===== src/rtl/alu6_pkg.sv =====
// Package: shared widths and operation codes of the six-function ALU.
// Assumes a 4-bit operation code; code values are fixed by the datapath control.
package alu6_pkg;

    localparam int unsigned ALU_W = 32;
    localparam int unsigned OP_W  = 4;

    typedef enum logic [OP_W-1:0] {
        OP_AND = 4'b0000,
        OP_OR  = 4'b0001,
        OP_ADD = 4'b0010,
        OP_SUB = 4'b0110,
        OP_SLT = 4'b0111,
        OP_NOR = 4'b1100
    } alu_op_e;

    // Classify an operation code as one of the six defined ones.
    function automatic logic op_is_defined(input logic [OP_W-1:0] code);
        case (code)
            OP_AND, OP_OR, OP_ADD, OP_SUB, OP_SLT, OP_NOR: return 1'b1;
            default:                                     return 1'b0;
        endcase
    endfunction

endpackage


===== src/rtl/alu6_bitwise.sv =====
// Module: alu6_bitwise
// Computes the three bitwise functions of the ALU in parallel, one slice per bit.
// Assumes nothing about the operands; all outputs are purely combinational.
module alu6_bitwise #(
    parameter int unsigned WIDTH = alu6_pkg::ALU_W
) (
    input  logic [WIDTH-1:0] a_i,
    input  logic [WIDTH-1:0] b_i,
    output logic [WIDTH-1:0] and_o,
    output logic [WIDTH-1:0] or_o,
    output logic [WIDTH-1:0] nor_o
);

    // One independent logic slice per bit position.
    for (genvar g = 0; g < WIDTH; g++) begin : g_slice
        logic s_and;
        logic s_or;

        // Per-bit gate evaluation.
        always_comb begin
            s_and = a_i[g] & b_i[g];
            s_or  = a_i[g] | b_i[g];
        end

        assign and_o[g] = s_and;
        assign or_o[g]  = s_or;
        assign nor_o[g] = ~s_or;
    end

endmodule


===== src/rtl/alu6_addsub.sv =====
// Module: alu6_addsub
// Shared adder that produces A+B or A-B (two's complement, carry dropped), and the
// signed less-than flag of A against B.
// Assumes sub_i selects subtraction; the less flag is only meaningful then,
// but is computed from the sign bits so it never depends on overflow.
module alu6_addsub #(
    parameter int unsigned WIDTH = alu6_pkg::ALU_W
) (
    input  logic [WIDTH-1:0] a_i,
    input  logic [WIDTH-1:0] b_i,
    input  logic             sub_i,
    output logic [WIDTH-1:0] sum_o,
    output logic             less_o
);

    localparam int unsigned MSB = WIDTH - 1;

    logic [WIDTH-1:0] b_eff;
    logic [WIDTH-1:0] cin_vec;

    // Invert B and inject a carry of one when subtracting.
    always_comb begin
        b_eff   = sub_i ? ~b_i : b_i;
        cin_vec = '0;
        cin_vec[0] = sub_i;
    end

    // Single wrapping adder; the carry-out is not kept.
    always_comb begin
        sum_o = a_i + b_eff + cin_vec;
    end

    // Signed compare: differing signs decide directly, equal signs use the difference sign.
    always_comb begin
        if (a_i[MSB] != b_i[MSB]) begin
            less_o = a_i[MSB];
        end else begin
            less_o = sum_o[MSB];
        end
    end

endmodule


===== src/rtl/alu6_select.sv =====
// Module: alu6_select
// Chooses the ALU result by operation code and derives the zero indication.
// Assumes all candidate results are already settled; undefined codes give zero.
module alu6_select
    import alu6_pkg::*;
#(
    parameter int unsigned WIDTH = ALU_W
) (
    input  logic [OP_W-1:0]  op_i,
    input  logic [WIDTH-1:0] and_i,
    input  logic [WIDTH-1:0] or_i,
    input  logic [WIDTH-1:0] nor_i,
    input  logic [WIDTH-1:0] arith_i,
    input  logic             less_i,
    output logic [WIDTH-1:0] result_o,
    output logic             zero_o
);

    logic [WIDTH-1:0] slt_word;

    // Place the less-than flag in bit 0 with all upper bits cleared.
    always_comb begin
        slt_word    = '0;
        slt_word[0] = less_i;
    end

    // Result multiplexer keyed on the operation code.
    always_comb begin
        case (op_i)
            OP_AND:          result_o = and_i;
            OP_OR:           result_o = or_i;
            OP_NOR:          result_o = nor_i;
            OP_ADD, OP_SUB:  result_o = arith_i;
            OP_SLT:          result_o = slt_word;
            default:         result_o = '0;
        endcase
    end

    // Zero detection over the whole result word.
    always_comb begin
        zero_o = ~|result_o;
    end

endmodule


===== src/rtl/alu6_core.sv =====
// Module: alu6_core (top)
// Six-function combinational ALU: AND, OR, NOR, add, subtract, signed set-on-less-than.
// Assumes the caller holds inputs steady for the settling time of one cycle; no state.
module alu6_core
    import alu6_pkg::*;
(
    input  logic [ALU_W-1:0] opnd_a_i,
    input  logic [ALU_W-1:0] opnd_b_i,
    input  logic [OP_W-1:0]  op_i,
    output logic [ALU_W-1:0] result_o,
    output logic             zero_o
);

    logic [ALU_W-1:0] and_w;
    logic [ALU_W-1:0] or_w;
    logic [ALU_W-1:0] nor_w;
    logic [ALU_W-1:0] arith_w;
    logic             less_w;
    logic             sub_w;

    // The adder subtracts for both subtraction and set-on-less-than.
    always_comb begin
        sub_w = (op_i == OP_SUB) || (op_i == OP_SLT);
    end

    alu6_bitwise #(.WIDTH(ALU_W)) u_bitwise (
        .a_i   (opnd_a_i),
        .b_i   (opnd_b_i),
        .and_o (and_w),
        .or_o  (or_w),
        .nor_o (nor_w)
    );

    alu6_addsub #(.WIDTH(ALU_W)) u_addsub (
        .a_i    (opnd_a_i),
        .b_i    (opnd_b_i),
        .sub_i  (sub_w),
        .sum_o  (arith_w),
        .less_o (less_w)
    );

    alu6_select #(.WIDTH(ALU_W)) u_select (
        .op_i     (op_i),
        .and_i    (and_w),
        .or_i     (or_w),
        .nor_i    (nor_w),
        .arith_i  (arith_w),
        .less_i   (less_w),
        .result_o (result_o),
        .zero_o   (zero_o)
    );

endmodule


===== config.mk =====
export PLATFORM = sky130hd
export DESIGN_NAME = alu6_core
export DESIGN_NICKNAME = d
export VERILOG_FILES = /design/src/rtl/alu6_pkg.sv /design/src/rtl/alu6_bitwise.sv /design/src/rtl/alu6_addsub.sv /design/src/rtl/alu6_select.sv /design/src/rtl/alu6_core.sv
export SDC_FILE = /design/constraint.sdc
export NUM_CORES = 1
export LEC_CHECK = 0
export ABC_AREA = 1
export BUFFER_PORTS_ARGS = -buffer_cell sky130_fd_sc_hd__buf_2
export CORE_UTILIZATION = 35
export DETAILED_ROUTE_END_ITERATION = 12
export PLACE_DENSITY = 0.65
export SLEW_MARGIN = 40
export SYNTH_ARGS = -nofsm -noshare
export SYNTH_HDL_FRONTEND = slang
export SYNTH_SLANG_ARGS = --single-unit

===== constraint.sdc =====
create_clock -name vclk -period 3.5
set_clock_uncertainty 0.15 [all_clocks]
set_input_delay 0.35 -clock vclk [all_inputs]
set_output_delay 0.35 -clock vclk [all_outputs]
set_load 0.01 [all_outputs]

# After elaboration in Yosys (flattened, before gate mapping)
# Index checks and enable logic that the tools add are counted.
op_classes:
  addsub: 2
  bitwise: 97
  mux: 3
  n_eq_ne: 6
  reduce_logical: 5
op_table:
  columns: ["operator", "n"]
  rows:
  - ["$pmux W32 S5", 1]
  - ["$add A32 B1 Y32", 1]
  - ["$add A32 B32 Y32", 1]
  - ["$and A1 B1 Y1", 32]
  - ["$mux W32", 1]
  - ["$not A1 Y1", 32]
  - ["$not A32 Y32", 1]
  - ["$or A1 B1 Y1", 32]
  - ["$reduce_or A32 Y1", 1]
  - ["$eq A4 B3 Y1 const B", 2]
  - ["$eq A4 B1 Y1 const B", 1]
  - ["$eq A4 B2 Y1 const B", 1]
  - ["$eq A4 B4 Y1 const B", 1]
  - ["$logic_not A4 Y1", 1]
  - ["$reduce_or A2 Y1", 1]
  - ["$logic_not A1 Y1", 1]
  - ["$logic_or A1 B1 Y1", 1]
  - ["$mux W1", 1]
  - ["$ne A1 B1 Y1", 1]
totals:
  wordCells: 113
  regBits: 0
  out_inout_bits: 33

# Depth between registers and ports, before layout
logic_depth:
  depth_word: 9
  ltp_mapped: 23
  ltp_nobuf: 22

# By module
# A second synthesis with hierarchy kept.
hier_totals:
  cells_unflattened: 988
  area_unflattened_um2: 5054.8
by_module_without_submodules:
  columns: ["module", "cells_per_inst", "instances", "area_per_inst_um2", "seq_area_each_um2"]
  rows:
  - ["alu6_addsub", 394, 1, 2289.7, 0.0]
  - ["alu6_select", 336, 1, 1554.0, 0.0]
  - ["alu6_bitwise", 256, 1, 1201.2, 0.0]
  - ["alu6_core", 2, 1, 10.0, 0.0]

# Worst setup path after synthesis
# Ideal clock, no wire load.
synth_timing:
  kind: "input port to output port"
  startpoint: "input port op_i[3]"
  endpoint: "output port zero_o"
  cell_stages: 19
  t_required_ns: 3.000
  t_arrival_ns: 2.771
  path_slack_ns: 0.229
  cell_sequence: "inv_2 > nand3_2 > buf_1 > xnor2_1 > ha_1 > a21oi_2 > nor2_1 > nor2_2 > o21ai_4 > nand2_2 > nand2_2 > or2_1 > nand3_2 > nand2_2 > nor2_1 > nand2_1 > nor2_1 > nand3_1 > nor2_1"
synth_via:
  elab_cells_between_ends: 15
  classes_between: "add/sub: 2; eq/ne: 5; mux: 3; reduce/logical: 5"
synth_lines:
  columns: ["item", "line_no", "text"]
  rows:
  - ["start, declared", "alu6_core.sv:9", "input logic [OP_W-1:0] op_i,"]
  - ["$eq A4 B3 Y1", "alu6_select.sv:29, alu6_core.sv:23", null]
  - ["$logic_or A1 B1 Y1", "alu6_core.sv:23", "sub_w = (op_i == OP_SUB) || (op_i == OP_SLT);"]
  - ["$mux W32", "alu6_addsub.sv:23", "b_eff = sub_i ? ~b_i : b_i;"]
  - ["$add A32 B32 Y32", "alu6_addsub.sv:30", "sum_o = a_i + b_eff + cin_vec;"]
  - ["$add A32 B1 Y32", "alu6_addsub.sv:30", null]
  - ["$pmux W32 S5 *", "alu6_select.sv:29", "case (op_i)"]
  - ["net result_o[9]", "alu6_core.sv:10", "output logic [ALU_W-1:0] result_o,"]
  - ["$reduce_or A32 Y1 *", "alu6_select.sv:41", "zero_o = ~|result_o;"]
  - ["$logic_not A1 Y1 *", "alu6_select.sv:41", null]
  - ["end, declared", "alu6_core.sv:11", "output logic zero_o"]
# Mark *: on every way through the listed nets, which the timed path passes. The rest lies on a longest branch.

# Final worst setup path
layout_timing:
  startpoint: "input port op_i[3]"
  endpoint: "output port zero_o"
layout_via:
  elab_chain_cells: 9
  elab_cells_between_ends: 15
  classes_between: "add/sub: 2; eq/ne: 5; mux: 3; reduce/logical: 5"
layout_lines:
  columns: ["item", "line_no", "text"]
  rows:
  - ["$eq A4 B3 Y1", "alu6_select.sv:29, alu6_core.sv:23", null]
  - ["$logic_or A1 B1 Y1", "alu6_core.sv:23", null]
  - ["$mux W32", "alu6_addsub.sv:23", null]
  - ["$add A32 B32 Y32", "alu6_addsub.sv:30", null]
  - ["$add A32 B1 Y32", "alu6_addsub.sv:30", null]
  - ["$mux W1", "alu6_addsub.sv:35", "if (a_i[MSB] != b_i[MSB]) begin"]
  - ["$pmux W32 S5 *", "alu6_select.sv:29", null]
  - ["$reduce_or A32 Y1 *", "alu6_select.sv:41", null]
  - ["$logic_not A1 Y1 *", "alu6_select.sv:41", null]
# Mark *: on every way between the ends. The rest lies on a longest branch, timed or not.

==> Implementation_results.wiki <==
{| class="wikitable"
! Metric !! Value
|-
| Post-Layout Inst Area || 0.005625 mm^2
|-
| Setup violations, final || 1
|-
| Count of pins over their slew limit || 0
|-
| Routability congestion estimate from global placement || about 0.99
|-
| Die boundary width || about 100 um
|-
| Wire length of the first global-routing pass || 23420 um
|-
| NumNets Final || 1043
|-
| Seq Cell Count || 0
|-
| Max transition margin || 0.6264
|-
| Die height || 104.8 um
|-
| Routed wire length || 14080 um
|-
| Initial DRC Count || between 200 and 300
|-
| Routed length per instance || 13.14 um
|-
| Antenna diode count || 0
|-
| Cell area after technology mapping || roughly 0.0037 mm^2
|-
| Maximum number of pins on one net before global-route repair || 30
|-
| Element type at the critical path end || output pin
|-
| Net count after synthesis || 814
|-
| # Max-Cap Violations || 0
|-
| Average via count per standard cell || 5.035
|-
| Kind of launch point of the worst setup path || primary input
|-
| Total power divided by cell area || a little under 200 mW/mm^2
|-
| Final critical delay including setup and external delays || 3.705 ns
|-
| Port bufs || 101
|-
| Antenna-violating nets left || 0
|-
| Area of the core || 0.01028 mm^2
|-
| Total iterations of the first detailed-routing run || 5
|-
| Aggregate global-route resource usage || 0.2568
|-
| Required time worst endpoint || 3.00 ns
|-
| Clock buffer count in the final layout || 0
|-
| Worst setup slack after layout || -0.2051 ns
|-
| Final worst-path cycle share || 1.059
|-
| Number of top-level pins || 101
|-
| Overall via count from detail_route || 5397
|-
| Transition time at the pin with the least slew margin || 0.5598 ns
|-
| Total Die Area || 0.01099 mm^2
|-
| Via count of the first global-routing pass || 5069
|-
| Static leakage power || 3.031 nW
|-
| Critical path class || in -> out
|-
| Worst min-delay path category || in -> out
|-
| Fraction of layout cells with a size suffix above 1 || 0.3483
|-
| Achievable clock frequency || 269.9 MHz
|-
| Count of different cell masters after synthesis || 40
|-
| Setup repair after global routing missed its margin || true
|-
| Std cell rows || 37
|-
| Antenna violations before repair || 0
|-
| Largest fanout on the critical path || 13
|-
| Syn Inst Count || 709
|-
| Residual DRC count || 0
|-
| Synth warn || 0
|-
| Avg Inst Size Synth || 5.220 um^2
|-
| Reg area || 0 um^2
|-
| Post-detailed-placement cell area || 0.005364 mm^2
|-
| Max VDD drop || 87.29 uV
|-
| Endpoint arrival time on the critical path || 3.21 ns
|-
| Status || finished with violations
|-
| Violated checks || negative setup slack
|-
| Final global-route overflow total || 0
|-
| Number of hold-repair buffers added at the cts stage || 0
|-
| Tot Pwr || 1.084 mW
|-
| Final count of hold timing violations || 0
|-
| Sequential area share after synthesis || 0
|-
| Post-detailed-placement half-perimeter wirelength || roughly 12000 um
|-
| Synthesis-to-layout area growth || 51.99%
|-
| Initial cell density of the core || 0.3601
|}
[routing by layer]
layer / vias to the layer above / GRT usage / part of all wire
li1: 2820 / - / -
met1: 2401 / 0.3459 / 0.47
met2: 155 / 0.4532 / 0.46
met3: 21 / 0.01372 / 0.051
met4: 0 / 0.04628 / 0.022
met5: - / 0 / 0
[path summary, 6_finish.rpt]
kind,from,end,depth (start not counted)
max,op_i[3],zero_o,21
min,opnd_b_i[24],result_o[24],4
[layout by cell type (no fill, tap or decap), types with 16 or more instances in the layout]
cell     synthesis  layout
a21oi_1         40      32
nand2_2         14      25
xnor2_1         20      20
nor2_1          88      76
nand3_1         63      61
o21ai_0         48      45
buf_4            1     135
nand2_1        184     172
a31oi_1         22      22
ha_1            36      33
inv_1           85      85
nand4_1         16      16
nor2_2           5      16
buf_2            4     101
[cell type report]
type / count / area, um^2
Inverter: 90 / 337.8
Tap cell: 136 / 170.2
Timing Repair Buffer: 241 / 1610
Fill cell: 1105 / 4652
Multi-Input combinational cell: 605 / 3507
[critical path: stages]
cell,delay [ns]
buf_2,0.11
inv_2,0.07
nand3_4,0.11
buf_12,0.18
xnor2_1,0.13
ha_1,0.36
a21oi_2,0.23
o21ai_1,0.14
nand2b_1,0.19
inv_1,0.06
nand2_1,0.13
nand2_2,0.12
nand2_1,0.05
nand2_1,0.07
nand3_1,0.06
nand2_1,0.09
nand3_1,0.11
nor2_2,0.20
nand3_2,0.13
nor2_4,0.15
buf_2,0.14
[cell usage after synthesis, drive strengths merged, types with 3 or more instances]
library cell,n,area (um^2)
xnor2,20,175.2
nor4,3,18.77
nand2,198,778.2
a21oi,42,217.7
nor3,13,75.07
nand3b,3,22.52
nand4,16,100.1
o2111ai,5,43.79
nand3,68,365.4
a31oi,22,137.6
o21bai,4,30.03
or2,4,25.03
ha,36,450.4
xor2,12,105.1
buf,7,35.04
clkbuf,7,26.28
o21ai,55,290.3
nor2,95,384.1
inv,90,337.8
[timing repair]
item                                    in CTS  in global routing
gates resized for setup                     30                 28
setup buffers                                1                  6
hold endpoints to repair                     0                  0
pin swaps                                    6                 15
endpoints found under the setup margin       2                  8
[kinds of logic after synthesis]
| group | after synthesis | share of synthesized area |
|---|---|---|
| AOI/OAI and AO/OA | 134 | 0.2079 |
| xor gates and xnor gates | 32 | 0.07573 |
| adders and majority gates | 37 | 0.1271 |
| buffers and inverters | 104 | 0.1078 |
| and+or+nand+nor | 402 | 0.4814 |
[through the flow]
step	setup TNS (ns)	setup slack (ns)	hold WS (ns)	std cells	utilization
floorplan	0	0.2294	0.6991	709	-
global placement	-0.5619	-0.5227	0.9253	1065	0.5219
detailed placement	-0.5503	-0.5128	0.9176	1065	0.5219
CTS	-0.1595	-0.1595	0.9240	1066	0.5330
global route	-0.4111	-0.3771	0.9473	1072	0.5474
finish	-0.2051	-0.2051	0.9234	1072	0.5474
[power breakdown]
| group | switching, mW | internal (mW) | leakage (nW) |
|---|---|---|---|
| clock network | 0 | 0 | 0 |
| logic | 0.597 | 0.487 | 3.03 |
| registers | 0 | 0 | 0 |
No activity file was read; power rests on OpenSTA's default activity.
